**src/rtl/re_map_pkg.sv**
```systemverilog
package re_map_pkg;
  localparam int SC_PER_PRB = 12;

  typedef struct packed {
    logic clear;   // pass accepted: reset the element count
    logic visit;   // a subcarrier or skipped PRB is being visited
    logic prbOn;   // the visited PRB is granted
  } strobe_t;
endpackage

```
**src/rtl/re_map_ctrl.sv**
```systemverilog
module re_map_ctrl
  import re_map_pkg::*;
#(
  parameter int MAX_PRB = 8,
  parameter int SYM_W   = 4,
  parameter int PRB_W   = 4,
  parameter int RB_W    = 3
) (
  input  logic             clk,
  input  logic             rstN,
  input  logic             start,
  input  logic             modeGet,
  input  logic [PRB_W-1:0] nofPrb,
  input  logic [SYM_W-1:0] startSym,
  input  logic [SYM_W-1:0] numSym,
  input  logic [MAX_PRB-1:0] grantMask,
  output strobe_t          stb,
  output logic [SYM_W-1:0] curSym,
  output logic [RB_W-1:0]  curRb,
  output logic [3:0]       curSc,
  output logic [PRB_W-1:0] nPrbQ,
  output logic             modeQ,
  output logic             busy,
  output logic             done
);
  typedef enum logic {IDLE, RUN} state_t;
  state_t stateQ;

  logic [SYM_W:0]     symQ, endSymQ;
  logic [MAX_PRB-1:0] grantQ;
  logic               doneQ;
  logic               lastSc, lastRb, lastSym, prbOn;

  assign prbOn   = grantQ[curRb];
  assign lastSc  = !prbOn || (curSc == 4'(SC_PER_PRB - 1));
  assign lastRb  = (PRB_W'(curRb) == nPrbQ - PRB_W'(1));
  assign lastSym = (symQ == endSymQ);

  always_ff @(posedge clk or negedge rstN) begin
    if (!rstN) begin
      stateQ  <= IDLE;
      symQ    <= '0;
      endSymQ <= '0;
      curRb   <= '0;
      curSc   <= '0;
      nPrbQ   <= '0;
      grantQ  <= '0;
      modeQ   <= 1'b0;
      doneQ   <= 1'b0;
    end else begin
      doneQ <= 1'b0;
      case (stateQ)
        IDLE: if (start) begin
          stateQ  <= RUN;
          symQ    <= {1'b0, startSym};
          endSymQ <= {1'b0, startSym} + {1'b0, numSym} - (SYM_W+1)'(1);
          curRb   <= '0;
          curSc   <= '0;
          nPrbQ   <= nofPrb;
          grantQ  <= grantMask;
          modeQ   <= modeGet;
        end
        RUN: begin
          if (!lastSc) begin
            curSc <= curSc + 4'd1;
          end else begin
            curSc <= '0;
            if (!lastRb) begin
              curRb <= curRb + RB_W'(1);
            end else begin
              curRb <= '0;
              if (lastSym) begin
                stateQ <= IDLE;
                doneQ  <= 1'b1;
              end else begin
                symQ <= symQ + (SYM_W+1)'(1);
              end
            end
          end
        end
        default: stateQ <= IDLE;
      endcase
    end
  end

  assign curSym    = symQ[SYM_W-1:0];
  assign busy      = (stateQ == RUN);
  assign done      = doneQ;
  assign stb.clear = start && (stateQ == IDLE);
  assign stb.visit = (stateQ == RUN);
  assign stb.prbOn = prbOn;
endmodule

```
**src/rtl/re_map_dp.sv**
```systemverilog
module re_map_dp
  import re_map_pkg::*;
#(
  parameter int MAX_PRB = 8,
  parameter int SYM_W   = 4,
  parameter int PRB_W   = 4,
  parameter int RB_W    = 3,
  parameter int ADDR_W  = 11,
  parameter int CNT_W   = 11,
  parameter int MASK_W  = 96,
  parameter int MIDX_W  = 7
) (
  input  logic              clk,
  input  logic              rstN,
  input  strobe_t           stb,
  input  logic [SYM_W-1:0]  curSym,
  input  logic [RB_W-1:0]   curRb,
  input  logic [3:0]        curSc,
  input  logic [PRB_W-1:0]  nPrbQ,
  input  logic              modeQ,
  input  logic [MASK_W-1:0] rsvdMask,
  output logic [ADDR_W-1:0] gridAddr,
  output logic              gridWe,
  output logic              gridRe,
  output logic              streamRd,
  output logic              streamWr,
  output logic [CNT_W-1:0]  elemCount
);
  logic [MIDX_W-1:0] maskIdx;
  logic [ADDR_W-1:0] prbIdx;
  logic              xfer;
  logic [CNT_W-1:0]  cntQ;

  // Flat PRB position in the grid, then the subcarrier offset
  assign prbIdx   = ADDR_W'(nPrbQ) * ADDR_W'(curSym) + ADDR_W'(curRb);
  assign gridAddr = prbIdx * ADDR_W'(SC_PER_PRB) + ADDR_W'(curSc);

  assign maskIdx  = MIDX_W'(curRb) * MIDX_W'(SC_PER_PRB) + MIDX_W'(curSc);
  assign xfer     = stb.visit && stb.prbOn && !rsvdMask[maskIdx];

  assign gridWe   = xfer && !modeQ;
  assign streamRd = xfer && !modeQ;
  assign gridRe   = xfer && modeQ;
  assign streamWr = xfer && modeQ;

  always_ff @(posedge clk or negedge rstN) begin
    if (!rstN)          cntQ <= '0;
    else if (stb.clear) cntQ <= '0;
    else if (xfer)      cntQ <= cntQ + CNT_W'(1);
  end

  assign elemCount = cntQ;
endmodule

```
**src/rtl/re_grid_mapper.sv**
```systemverilog
module re_grid_mapper
  import re_map_pkg::*;
#(
  parameter int MAX_PRB  = 8,
  parameter int NUM_SYMB = 14,
  localparam int SYM_W   = $clog2(NUM_SYMB),
  localparam int PRB_W   = $clog2(MAX_PRB + 1),
  localparam int RB_W    = (MAX_PRB > 1) ? $clog2(MAX_PRB) : 1,
  localparam int MASK_W  = MAX_PRB * SC_PER_PRB,
  localparam int MIDX_W  = $clog2(MASK_W),
  localparam int GRID_N  = MASK_W * NUM_SYMB,
  localparam int ADDR_W  = $clog2(GRID_N),
  localparam int CNT_W   = $clog2(GRID_N + 1)
) (
  input  logic               clk,
  input  logic               rstN,
  input  logic               start,
  input  logic               modeGet,
  input  logic [PRB_W-1:0]   nofPrb,
  input  logic [SYM_W-1:0]   startSym,
  input  logic [SYM_W-1:0]   numSym,
  input  logic [MAX_PRB-1:0] grantMask,
  input  logic [MASK_W-1:0]  rsvdMask,
  output logic [SYM_W-1:0]   maskSym,
  output logic [ADDR_W-1:0]  gridAddr,
  output logic               gridWe,
  output logic               gridRe,
  output logic               streamRd,
  output logic               streamWr,
  output logic [CNT_W-1:0]   elemCount,
  output logic               busy,
  output logic               done
);
  strobe_t          stb;
  logic [SYM_W-1:0] curSym;
  logic [RB_W-1:0]  curRb;
  logic [3:0]       curSc;
  logic [PRB_W-1:0] nPrbQ;
  logic             modeQ;

  re_map_ctrl #(
    .MAX_PRB(MAX_PRB), .SYM_W(SYM_W), .PRB_W(PRB_W), .RB_W(RB_W)
  ) ctrl_i (
    .clk(clk), .rstN(rstN), .start(start), .modeGet(modeGet),
    .nofPrb(nofPrb), .startSym(startSym), .numSym(numSym),
    .grantMask(grantMask), .stb(stb), .curSym(curSym), .curRb(curRb),
    .curSc(curSc), .nPrbQ(nPrbQ), .modeQ(modeQ), .busy(busy), .done(done)
  );

  re_map_dp #(
    .MAX_PRB(MAX_PRB), .SYM_W(SYM_W), .PRB_W(PRB_W), .RB_W(RB_W),
    .ADDR_W(ADDR_W), .CNT_W(CNT_W), .MASK_W(MASK_W), .MIDX_W(MIDX_W)
  ) dp_i (
    .clk(clk), .rstN(rstN), .stb(stb), .curSym(curSym), .curRb(curRb),
    .curSc(curSc), .nPrbQ(nPrbQ), .modeQ(modeQ), .rsvdMask(rsvdMask),
    .gridAddr(gridAddr), .gridWe(gridWe), .gridRe(gridRe),
    .streamRd(streamRd), .streamWr(streamWr), .elemCount(elemCount)
  );

  assign maskSym = curSym;
endmodule

```
**config.mk**
```make
export PLATFORM = sky130hd
export DESIGN_NAME = re_grid_mapper
export DESIGN_NICKNAME = d
export VERILOG_FILES = /design/src/rtl/re_map_pkg.sv /design/src/rtl/re_map_ctrl.sv /design/src/rtl/re_map_dp.sv /design/src/rtl/re_grid_mapper.sv
export SDC_FILE = /design/constraint.sdc
export NUM_CORES = 1
export LEC_CHECK = 0
export ABC_AREA = 0
export BUFFER_PORTS_ARGS = -buffer_cell sky130_fd_sc_hd__buf_2
export CORE_ASPECT_RATIO = 0.5
export CORE_MARGIN = 2
export CORE_UTILIZATION = 56
export DETAILED_ROUTE_END_ITERATION = 10
export PLACE_DENSITY = 0.95
export SLEW_MARGIN = 20
export SYNTH_ARGS = -nofsm -noshare
export SYNTH_HDL_FRONTEND = slang
export SYNTH_SLANG_ARGS = --single-unit
```
**constraint.sdc**
```tcl
create_clock -name clk -period 10.9 [get_ports clk]
set_input_delay 0.545 -clock clk [delete_from_list [all_inputs] [get_ports clk]]
set_output_delay 0.545 -clock clk [all_outputs]
set_load 0.05 [all_outputs]
```
==> results.cfg <==
[synth]
synth_area_leaders = dfrtp_1, ha_1, mux4_2
synthCells = 466
yosysTopAreaCellShare_pct = 23.84
yosys.area_share.simple_pct = 14.19
synth-xor-area-share_pct = 6.515
ys_warn_count = 0
synthArstFlopShare_pct = 100.0
synth_edf_count = 0
ys_ff_latch = 43
synth_top_area_cell = dfrtp_1
synthAdderAreaFrac_pct = 17.36
yosys_most_used_dff = dfrtp_1
synth_compound_area_share_pct = 12.75
syn_nets = 642
synth_cell_type_count = 56
muxShareOfSynthArea_pct = 18.49
avgSynthCellArea_um2 = 9.685
synth_top_family_by_area = multiplexers
yosysSeqAreaShare_pct = 23.84
syn_area_mm2 = 0.004513

[cts]
clock_path_buffers = 2
clkTransAtPathRegs_ns = 0.06
clkSinkCount = 43
cts_resized = 0
cts_tree = yes
cts_hold_buf = 0
clk-insertion-delay-late_ns = 0.29
tritoncts.num_buffers = 5
clock-root-buffer = clkbuf_16
cts_setup_buffers = 0
htree_num_levels = 2

[critical_path]
required_ns = 10.36
r2r-end = dp_i.elemCount[1]$_DFFE_PN0P_
rr_worst_depth = 10
startpoint_type = flip-flop
path_max_fanout = 10
reg2reg_slack_ns = 6.70
criticalPathCategory = reg2out
critPathLaunch = ctrl_i.symQ[2]$_DFFE_PN0P_
crit_end = gridAddr[10]
cp_num_buf_inv = 2
crit_family = adder cells
cp_data_arrival_time_ns = 4.93
path_depth = 17
max_stage_delay_ns = 0.54
endpoint_kind = output pin
cp_cell_sequence = nand2_1 -> fa_1 -> inv_1 -> fa_1 -> ha_1 -> ha_1 -> a21oi_1 -> o21bai_1 -> a21oi_1 -> xnor2_1 -> ha_1 -> o21a_1 -> a21o_1 -> a21oi_1 -> xor2_1 -> xnor3_1 -> buf_2
r2r-start = ctrl_i.curRb[1]$_DFFE_PN0P_
critical_path.slowest_cell = fa_1

[flow_run]
drv_cap = 0

[sta]
post-route-worst-setup-slack_ns = 5.422
slew_viol_final = 0
finalCritPeriodShare_pct = 50.26
setup_viol = 0
slew_headroom_pct = 28.14
skew_ns = 0.004840
finalCriticalPeriod_ns = 5.478
worstMarginPinSlew_ns = 1.073
hold_viol_final = 0
rsz0062_at_grt = false
clock.fmax_ghz = 0.1825
tns_ns = 0

[floorplan]
core_area_mm2 = 0.007914
dieArea_mm2 = 0.008837
initial_utilization_pct = 57.03
num_rows = 23
die_x_um = 131.0
die_height_um = 67.48
ios = 152

[detailed_routing]
drc = 0
first_iter_violations = 309
drtPass1Iterations = 5
avgViaCountPerCell = 5.784
detail_route.wl_per_cell_um = 16.43
vias = 4130
wl_um = 11730
ant_nets = 0

[placement]
place_ws_ns = 5.746
place_hpwl_um = 9121
port_buffers = 151
gp_congestion = 0.8855

[layout]
finalCoreUtilization_pct = 69.00
diodes = 0
drive_gt1_share_pct = 34.88
multi_input_area_mm2 = 0.003128
seq_area_mm2 = 0.001076
fin_nets = 777
fill_cells = 562
syn2layout_area_growth_pct = 20.99

[global_route]
grt_pass1_vias = 3761
gr-total-overflow = 0
antenna_found_initial = 0
grt_max_degree = 44
grt_use_total_pct = 25.00
grt_pass1_wl_um = 17170

[hold_path]
holdCritPathClass = in2async

[status]
status = complete, no violations
-- cells in the final DEF, fill, tap and decap left out, types with 3 or more instances in the layout --
cell type  count
a21o_1         8
a21oi_1       14
a31oi_1        4
and2_1        15
and3_1         7
buf_2        151
buf_4          3
clkbuf_16      5
dfrtp_1       43
fa_1          11
ha_1          45
inv_1         43
mux2_2        17
mux2i_1        8
mux4_2        22
nand2_1       37
nand3_1       13
nand4_1        3
nor2_1        21
nor2b_1       10
nor3_1         7
o211ai_1      10
o21ai_0       27
o21bai_1       4
o22ai_1        3
xnor2_1       17
xor2_1        14
-- state kept, by name, summed over array words and instances (netlist names) --
name            count
dp_i.elemCount     11
ctrl_i.grantQ       8
ctrl_i.endSymQ      5
ctrl_i.symQ         5
ctrl_i.curSc        4
ctrl_i.nPrbQ        4
ctrl_i.curRb        3
ctrl_i.busy         1
ctrl_i.done         1
ctrl_i.modeQ        1
-- worst reg2reg max path: cells and delay by family (launching register included) --
| kind | cells | cell delay (ns) |
|---|---|---|
| muxes | 1 | 0.24 |
| DFF | 1 | 0.53 |
| AOI/OAI and AO/OA | 3 | 1.17 |
| adders and majority gates | 2 | 1.25 |
| and+or+nand+nor | 3 | 0.86 |
| buffers and inverters | 1 | 0.07 |
-- layout make-up --
type | instances | area share, %
tap | 112 | 2.566
sequential | 43 | 19.71
clock buffer | 8 | 2.864
timing repair buffer | 155 | 14.62
multi-input combinational | 353 | 57.29
inverter | 43 | 2.956
-- synth_stat cells, types with 13 or more instances --
cell type / number
a21oi_1: 14
xor2_1: 14
inv_1: 43
dfrtp_1: 43
and2_1: 15
mux2_2: 17
o21ai_0: 27
xnor2_1: 17
mux4_2: 22
nand2_1: 37
ha_1: 45
nor2_1: 21
nand3_1: 13
-- kinds of logic (layout without fill, tap and decap cells) --
group,after synthesis,in the layout
simple gates,127,127
xor+xnor,32,32
compound gates,88,88
flops,43,43
fa+ha+maj,56,56
buf+inv,70,206
mux,50,50
-- routing by layer --
metal	global-route usage [%]	share of wire, %	vias to the layer above
li1	-	-	1929
met1	31.03	40	1976
met2	43.65	49	187
met3	4.437	7.2	38
met4	10.77	3.8	0
met5	0	0	-
-- worst min path at each step --
stage,start,end,slack (ns),cells past startpoint
2_1_floorplan,rstN,ctrl_i.busy$_DFF_PN0_,0.25,0
3_3_place_gp,ctrl_i.grantQ[3]$_DFFE_PN0P_,ctrl_i.grantQ[3]$_DFFE_PN0P_,0.48,1
3_5_place_dp,ctrl_i.grantQ[0]$_DFFE_PN0P_,ctrl_i.grantQ[0]$_DFFE_PN0P_,0.49,1
4_1_cts,rstN,ctrl_i.endSymQ[3]$_DFFE_PN0P_,0.44,1
5_1_grt,rstN,ctrl_i.endSymQ[3]$_DFFE_PN0P_,0.15,1
6_report,rstN,ctrl_i.endSymQ[3]$_DFFE_PN0P_,0.13,1
-- per-stage QoR --
step / cell area, um^2 / instances / hold WS (ns)
final: 5460 / 714 / 0.1338
after global routing: 5460 / 714 / 0.1469
after CTS: 5440 / 713 / 0.4417
after detailed placement: 5284 / 705 / 0.4889
after global placement: 5284 / 705 / 0.4810
after floorplan: 4513 / 466 / 0.2494
Power is not shown: default switching activity piles up to over one toggle a cycle in this logic, so the estimate is an artifact.
